--- config.mk ---
export PLATFORM = sky130hd
export DESIGN_NAME = tog_poll_ctrl
export DESIGN_NICKNAME = d
export VERILOG_FILES = /design/src/rtl/tbp_pkg.sv /design/src/rtl/tbp_cmp.sv /design/src/rtl/tbp_fsm.sv /design/src/rtl/tog_poll_ctrl.sv
export SDC_FILE = /design/constraint.sdc
export NUM_CORES = 1
export LEC_CHECK = 0
export BUFFER_PORTS_ARGS = -buffer_cell sky130_fd_sc_hd__buf_2
export CAP_MARGIN = 20
export CORE_MARGIN = 10
export CORE_UTILIZATION = 40
export CTS_CLUSTER_SIZE = 40
export DETAILED_ROUTE_END_ITERATION = 7
export GPL_TIMING_DRIVEN = 1
export PLACE_DENSITY_LB_ADDON = 0.3
export SYNTH_ARGS = -nofsm -noshare
export SYNTH_HDL_FRONTEND = slang
export SYNTH_SLANG_ARGS = --single-unit
--- constraint.sdc ---
create_clock -name clk -period 1.2 [get_ports clk]
set_input_delay 0.24 -clock clk [delete_from_list [all_inputs] [get_ports clk]]
set_output_delay 0.24 -clock clk [all_outputs]
set_load 0.05 [all_outputs]
--- src/rtl/tbp_pkg.sv ---
package tbp_pkg;
  typedef enum logic [2:0] {
    ST_IDLE = 3'd0,
    ST_RA   = 3'd1,
    ST_WA   = 3'd2,
    ST_RB   = 3'd3,
    ST_WB   = 3'd4,
    ST_RST  = 3'd5,
    ST_PARK = 3'd6
  } poll_st_t;
endpackage

--- src/rtl/tbp_cmp.sv ---
module tbp_cmp #(
  parameter int DW      = 8,
  parameter int BIT_HI  = 6,
  parameter int BIT_LO  = 2,
  parameter int TMO_BIT = 5
) (
  input  logic          clk,
  input  logic          rst_n,
  input  logic          sel_load,
  input  logic          sel_in,
  input  logic          cap_en,
  input  logic [DW-1:0] data,
  output logic          toggled,
  output logic          timeout
);
  logic sel_q;
  logic first_q;
  logic cur_bit;

  // pick the watched bit from the latched selection
  assign cur_bit = sel_q ? data[BIT_LO] : data[BIT_HI];
  assign toggled = first_q ^ cur_bit;
  assign timeout = data[TMO_BIT];

  always_ff @(posedge clk) begin
    if (!rst_n) begin
      sel_q   <= 1'b0;
      first_q <= 1'b0;
    end else begin
      if (sel_load) sel_q <= sel_in;
      if (cap_en) first_q <= cur_bit;
    end
  end
endmodule

--- src/rtl/tbp_fsm.sv ---
module tbp_fsm
  import tbp_pkg::*;
#(
  parameter int          DW      = 8,
  parameter logic [DW-1:0] RST_CMD = 8'hF0
) (
  input  logic          clk,
  input  logic          rst_n,
  input  logic          start_i,
  input  logic          park_i,
  input  logic          resume_i,
  input  logic          req_ready_i,
  input  logic          rsp_valid_i,
  input  logic          toggled,
  input  logic          timeout,
  output logic          sel_load,
  output logic          cap_en,
  output logic          req_valid_o,
  output logic          req_write_o,
  output logic [DW-1:0] req_wdata_o,
  output logic          done_o,
  output logic          fail_o,
  output logic          busy_o
);
  poll_st_t st_q;
  logic     recheck_q;
  logic     pend_q;
  logic     park_now;

  assign park_now    = pend_q | park_i;
  assign sel_load    = (st_q == ST_IDLE) && start_i;
  assign cap_en      = (st_q == ST_WA) && rsp_valid_i;
  assign req_valid_o = (st_q == ST_RA) || (st_q == ST_RB) || (st_q == ST_RST);
  assign req_write_o = (st_q == ST_RST);
  assign req_wdata_o = (st_q == ST_RST) ? RST_CMD : '0;
  assign busy_o      = (st_q != ST_IDLE);

  always_ff @(posedge clk) begin
    if (!rst_n) begin
      st_q      <= ST_IDLE;
      recheck_q <= 1'b0;
      pend_q    <= 1'b0;
      done_o    <= 1'b0;
      fail_o    <= 1'b0;
    end else begin
      done_o <= 1'b0;
      fail_o <= 1'b0;
      unique case (st_q)
        ST_IDLE: begin
          pend_q <= 1'b0;
          if (start_i) begin
            st_q      <= ST_RA;
            recheck_q <= 1'b0;
          end
        end
        ST_RA, ST_RB: begin
          if (park_i) pend_q <= 1'b1;
          if (req_ready_i) st_q <= (st_q == ST_RA) ? ST_WA : ST_WB;
        end
        ST_WA: begin
          if (rsp_valid_i) begin
            if (park_now) begin
              st_q   <= ST_PARK;
              pend_q <= 1'b0;
            end else begin
              st_q <= ST_RB;
            end
          end else if (park_i) begin
            pend_q <= 1'b1;
          end
        end
        ST_WB: begin
          if (rsp_valid_i) begin
            if (park_now) begin
              st_q   <= ST_PARK;
              pend_q <= 1'b0;
            end else if (!toggled) begin
              st_q   <= ST_IDLE;
              done_o <= 1'b1;
            end else if (recheck_q) begin
              st_q <= ST_RST;
            end else begin
              st_q <= ST_RA;
              if (timeout) recheck_q <= 1'b1;
            end
          end else if (park_i) begin
            pend_q <= 1'b1;
          end
        end
        ST_RST: begin
          if (req_ready_i) begin
            st_q   <= ST_IDLE;
            fail_o <= 1'b1;
          end
        end
        ST_PARK: begin
          if (resume_i) begin
            st_q      <= ST_RA;
            recheck_q <= 1'b0;
          end
        end
        default: st_q <= ST_IDLE;
      endcase
    end
  end

  AST_REQ_HOLD: assert property (@(posedge clk) disable iff (!rst_n)
    req_valid_o && !req_ready_i |=> req_valid_o && $stable(req_write_o) && $stable(req_wdata_o));
  AST_DONE_PULSE: assert property (@(posedge clk) disable iff (!rst_n)
    done_o |=> !done_o);
  AST_FAIL_PULSE: assert property (@(posedge clk) disable iff (!rst_n)
    fail_o |=> !fail_o);
  AST_BUSY_DROP: assert property (@(posedge clk) disable iff (!rst_n)
    (done_o || fail_o) |-> !busy_o);
  AST_FAIL_AFTER_WRITE: assert property (@(posedge clk) disable iff (!rst_n)
    fail_o |-> $past(req_valid_o && req_write_o && req_ready_i));
  AST_DONE_ON_RSP: assert property (@(posedge clk) disable iff (!rst_n)
    done_o |-> $past(rsp_valid_i));
  AST_PARK_HOLD: assert property (@(posedge clk) disable iff (!rst_n)
    (st_q == ST_PARK) && !resume_i |=> (st_q == ST_PARK) && !req_valid_o);
endmodule

--- src/rtl/tog_poll_ctrl.sv ---
module tog_poll_ctrl #(
  parameter int            DW      = 8,
  parameter int            BIT_HI  = 6,
  parameter int            BIT_LO  = 2,
  parameter int            TMO_BIT = 5,
  parameter logic [DW-1:0] RST_CMD = 8'hF0
) (
  input  logic          clk,
  input  logic          rst_n,
  input  logic          start_i,
  input  logic          bit_sel_i,
  input  logic          park_i,
  input  logic          resume_i,
  output logic          req_valid_o,
  input  logic          req_ready_i,
  output logic          req_write_o,
  output logic [DW-1:0] req_wdata_o,
  input  logic          rsp_valid_i,
  input  logic [DW-1:0] rsp_data_i,
  output logic          done_o,
  output logic          fail_o,
  output logic          busy_o
);
  logic sel_load;
  logic cap_en;
  logic toggled;
  logic timeout;

  tbp_cmp #(.DW(DW), .BIT_HI(BIT_HI), .BIT_LO(BIT_LO), .TMO_BIT(TMO_BIT)) u_cmp (
    .clk      (clk),
    .rst_n    (rst_n),
    .sel_load (sel_load),
    .sel_in   (bit_sel_i),
    .cap_en   (cap_en),
    .data     (rsp_data_i),
    .toggled  (toggled),
    .timeout  (timeout)
  );

  tbp_fsm #(.DW(DW), .RST_CMD(RST_CMD)) u_fsm (
    .clk         (clk),
    .rst_n       (rst_n),
    .start_i     (start_i),
    .park_i      (park_i),
    .resume_i    (resume_i),
    .req_ready_i (req_ready_i),
    .rsp_valid_i (rsp_valid_i),
    .toggled     (toggled),
    .timeout     (timeout),
    .sel_load    (sel_load),
    .cap_en      (cap_en),
    .req_valid_o (req_valid_o),
    .req_write_o (req_write_o),
    .req_wdata_o (req_wdata_o),
    .done_o      (done_o),
    .fail_o      (fail_o),
    .busy_o      (busy_o)
  );
endmodule

**Word-level counts from Yosys, hierarchy flattened**

Cells that the tools add are included.

- Register bits after elaboration: 9
- Input port bits: 16
- Word-level logic and storage cells: 70

- Eq/ne operators: 15
- Muxes and demuxes: 28
- Bitwise gates (word level): 5
- Reductions and logical operators: 15

Operator list:

| kind | count |
|---|---|
| $mux 3 | 11 |
| $pmux 3 s6 | 1 |
| $ne 2x2->1 const B | 7 |
| $mux 1 | 13 |
| $reduce_and 6->1 | 2 |
| $eq 3x3->1 const B | 3 |
| $reduce_bool 3->1 | 3 |
| $mux 8 | 1 |
| $eq 3x2->1 const B | 2 |
| $pmux 1 s3 | 2 |
| $reduce_and 2->1 | 2 |
| $reduce_or 2->1 | 2 |
| $reduce_or 4->1 | 1 |
| $eq 3x1->1 const B | 1 |
| $logic_not 3->1 | 1 |
| $ne 3x2->1 const B | 1 |
| $not 1->1 | 3 |
| $logic_and 1x1->1 | 2 |
| $logic_or 1x1->1 | 2 |
| $ne 2x1->1 const B | 1 |
| $or 1x1->1 | 1 |
| $xor 1x1->1 | 1 |

**Depth between registers and ports, before layout**

- Depth in word-level cells: 6
- Depth in mapped cells: 5
- Depth with buffers taken out: 4

**Modules after synthesis**

A second synthesis with hierarchy kept.

- Cell total of the unflattened synthesis: 83
- Area, all modules: 640.6 µm²

By module, submodules not included:

| module | instances | cells each | area each (µm²) | seq. area each (µm²) |
|---|---|---|---|---|
| tbp_fsm | 1 | 74 | 548.0 | 140.1 |
| tbp_cmp | 1 | 9 | 92.6 | 40.0 |

**Worst setup path after synthesis**

OpenSTA, ideal clock, no wires.

- Kind: reg2out
- Start point: register u_fsm.st_q[0]
- End point: output req_wdata_o[4]
- Arrival: 1.492 ns
- Slack: -0.532 ns
- Cell stages (with the launch flop): 4
- Buffers on the path: 2
- Path through: dfxtp_1 clkbuf_1 and3_1 buf_4

- Longest elaborated chain between the ends: 2

Ends and longest elaborated chain:

| what | RTL line | text |
|---|---|---|
| from (decl) | tbp_fsm.sv:25 | `poll_st_t st_q;` |
| from (signal assigned) | tbp_fsm.sv:58 | `if (req_ready_i) st_q <= (st_q == ST_RA) ? ST_WA : ST_WB;` |
| $eq 3x3->1 | -- |  |
| via req_write_o | tog_poll_ctrl.sv:16 | `output logic req_write_o,` |
| $mux 8 | tbp_fsm.sv:35 | `assign req_wdata_o = (st_q == ST_RST) ? RST_CMD : '0;` |
| to (decl) | tog_poll_ctrl.sv:17 | `output logic [DW-1:0] req_wdata_o,` |

The timed path passes the listed nets, and every way through them passes these cells.

**Worst setup path in the final report**

- Start point: register u_fsm.st_q[1]
- End point: output req_wdata_o[6]

- Longest elaborated chain between the ends: 2

Ends and longest elaborated chain:

| what | RTL line |
|---|---|
| $eq 3x3->1 | tbp_fsm.sv:35 |
| $mux 8 | tbp_fsm.sv:35 |

No other way between the ends.

==> results.toml <==
[status]
status = "finished, violations left"
violations = "negative setup slack"

[detailed_routing]
post_drt_wl_per_cell_um = 14.55
drt_wl_total_um = 1906
drtIter0Drc = 31
vias_per_cell = 5.405
vias = 708
drt-pass1-iter-count = 4
drc = 0
antenna_left = 0

[timing]
rsz0062_at_grt = "true"
finalSetupTns_ps = -1040
timing.fmax_ghz = 0.7390
fin_crit_ps = 1353
slew_viol_final = 0
min_period_over_period = 1.128
setup_slack_ps = -153.2
finalSetupViolCount = 10
hold_viol = 0
finClkSkew_ps = 3.136
hold_ws_ps = 203.3

[worst_setup_path]
rrSetupSlack_ps = -30
r2r_start = "u_fsm.st_q[2]"
endpoint_kind = "output port"
path_class = "flip-flop to output port"
critPathMaxFanout = 6
cp.arrival_ps = 1110
r2r_end = "u_fsm.st_q[0]"
r2r_cells = 5
cp.required_ps = 960
critPathLaunchType = "flip-flop"

[logic_synthesis]
async_flop_share = 0
synth_enable_flop_cells = 0
synth_top_flop_cell = "dfxtp_1"
yosysUniqueCellTypes = 31
synth_largest_area_cell = "dfxtp_1"
syn_area_um2 = 616.8
synth_top_cell_area_share = 0.2921
yosysSeqAreaShare = 0.2921
ys_seq_elements = 9
syn_inst = 82
syn_avg_cell_area_um2 = 7.522
ys_warn_count = 0
yosys-top-cells-area = "dfxtp_1, buf_4, mux2i_1, and2_1, nor3_1"

[global_routing]
grt_max_degree = 8
grt_pass1_wl_um = 3160
antenna_found_initial = 0
overflow = 0
grt_pass1_vias = 718
track_usage = 0.1127

[finish]
layout-drive-gt1-share = 0.4783
layout_common_cells = "buf_2, buf_4, buf_8, dfxtp_1"
layout_commonest_cell = "buf_2"
layout.nets = 132
num_antenna_cells = 0
area_growth_pct = 58.62

[place]
gp_congestion = 0.7760
portBuffers = 19
dp_hpwl_um = 1376

[power_and_ir_drop]
combinationalPowerShare = 0.682
power.switching_mw = 1.109
total_power_mw = 2.411
pwr_density_cell_nw_per_um2 = 2464
swShare = 0.4600
internal_power_mw = 1.302
ir_worst_vdd_v = 0.001385
p_leak_nw = 0.4358
clock_power_share = 0.101
sequentialPowerShare = 0.217

[worst_hold_path]
hold_start = "bit_sel_i"
hold_path_class = "input port to flip-flop"
hold_depth = 3
hold_path_end = "u_cmp.sel_q"

[die]
core-area_um2 = 1489
die_x_um = 59.27
die_h_um = 59.27
pin_count = 29
die_area_um2 = 3513
start_util = 0.4143
rows = 14

[cts]
postCtsHoldBufs = 0
clkLatencyLatePin_ps = 270
ctsRootBufferMaster = "clkbuf_4"
htree_levels = 1
clk_path_buf_depth = 2
cts_buffers = 3
cts_sinks = 9
cts_tree = "yes"
path_clk_slew_ps = 60

[run]
drv_cap = 0
## worst max-delay path by stage
stage             startpoint         endpoint  slack [ps]  cells past startpoint
2_1_floorplan  u_fsm.st_q[0]   req_wdata_o[4]         -50                      3
3_3_place_gp   u_fsm.st_q[2]  u_fsm.recheck_q         -80                      4
3_5_place_dp   u_fsm.st_q[2]  u_fsm.recheck_q        -110                      4
4_1_cts        u_fsm.st_q[1]   req_wdata_o[6]        -160                      3
5_1_grt        u_fsm.st_q[1]   req_wdata_o[6]        -200                      3
6_report       u_fsm.st_q[1]   req_wdata_o[6]        -150                      3
## layer usage
metal	wire, µm	global-route usage	vias up
li1	-	-	345
met1	746	0.1150	334
met2	975	0.1961	29
met3	184	0.05579	0
met4	0	0.03279	0
met5	0	0	-
## registers in the layout, summed over array words and instances, names as in the netlist
register         cells
u_cmp.first_q        1
u_cmp.sel_q          1
u_fsm.done_o         1
u_fsm.fail_o         1
u_fsm.pend_q         1
u_fsm.recheck_q      1
u_fsm.st_q           3
## cell type report
cell class                      instances  area, µm²
Multi-Input combinational cell         62      424.2
Tap cell                               16      20.02
Clock buffer                            4      26.28
Inverter                                3      11.26
Timing Repair Buffer                   37      305.3
Sequential cell                         9      191.4
Fill cell                             127      510.5
## metrics by stage
| stage | util | area, µm² | setup WS [ps] | cells |
|---|---|---|---|---|
| floorplan | - | 683.2 | -48.94 | 85 |
| global placement | 0.5210 | 775.7 | -81.46 | 122 |
| detailed placement | 0.5210 | 775.7 | -114.4 | 122 |
| CTS | 0.6454 | 960.9 | -163.1 | 131 |
| global route | 0.6571 | 978.4 | -198.1 | 131 |
| finish | 0.6571 | 978.4 | -153.2 | 131 |
## worst max-delay path, stage by stage (launching register included)
cell,delay [ps]
dfxtp_4,370
inv_2,60
and3_4,250
buf_8,160
## repair_timing
item	CTS	global route
setup buffers	5	0
gates resized for setup	37	7
endpoints found under the setup margin	11	14
pin swaps	3	3
## cells in the mapped netlist (3+ instances only)
library cell,count
a21oi_1,4
a31oi_1,3
and2_1,4
buf_4,8
dfxtp_1,9
inv_1,3
mux2i_1,3
nand2_1,5
nand3b_1,3
nor2_1,6
nor3_1,5
o21ai_0,5
## power by group through the flow
stage               clock (mW)  sequential [mW]  combinational, mW
floorplan                    0            0.455              0.977
global placement             0            0.520               1.14
detailed placement           0            0.525               1.16
CTS                      0.251            0.517               1.57
global route             0.267            0.536               1.76
finish                   0.244            0.524               1.64
## kinds of logic (layout without fill, tap and decap cells)
group,Yosys count,in the layout,synth area share
mux,3,3,0.04868
buf+inv,14,44,0.1379
simple gates,35,35,0.3124
compound gates,19,19,0.1887
other cells,1,4,0.006079
flops,9,9,0.2921
xor+xnor,1,1,0.01420
Note: power is estimated with default switching activity, not from simulation.
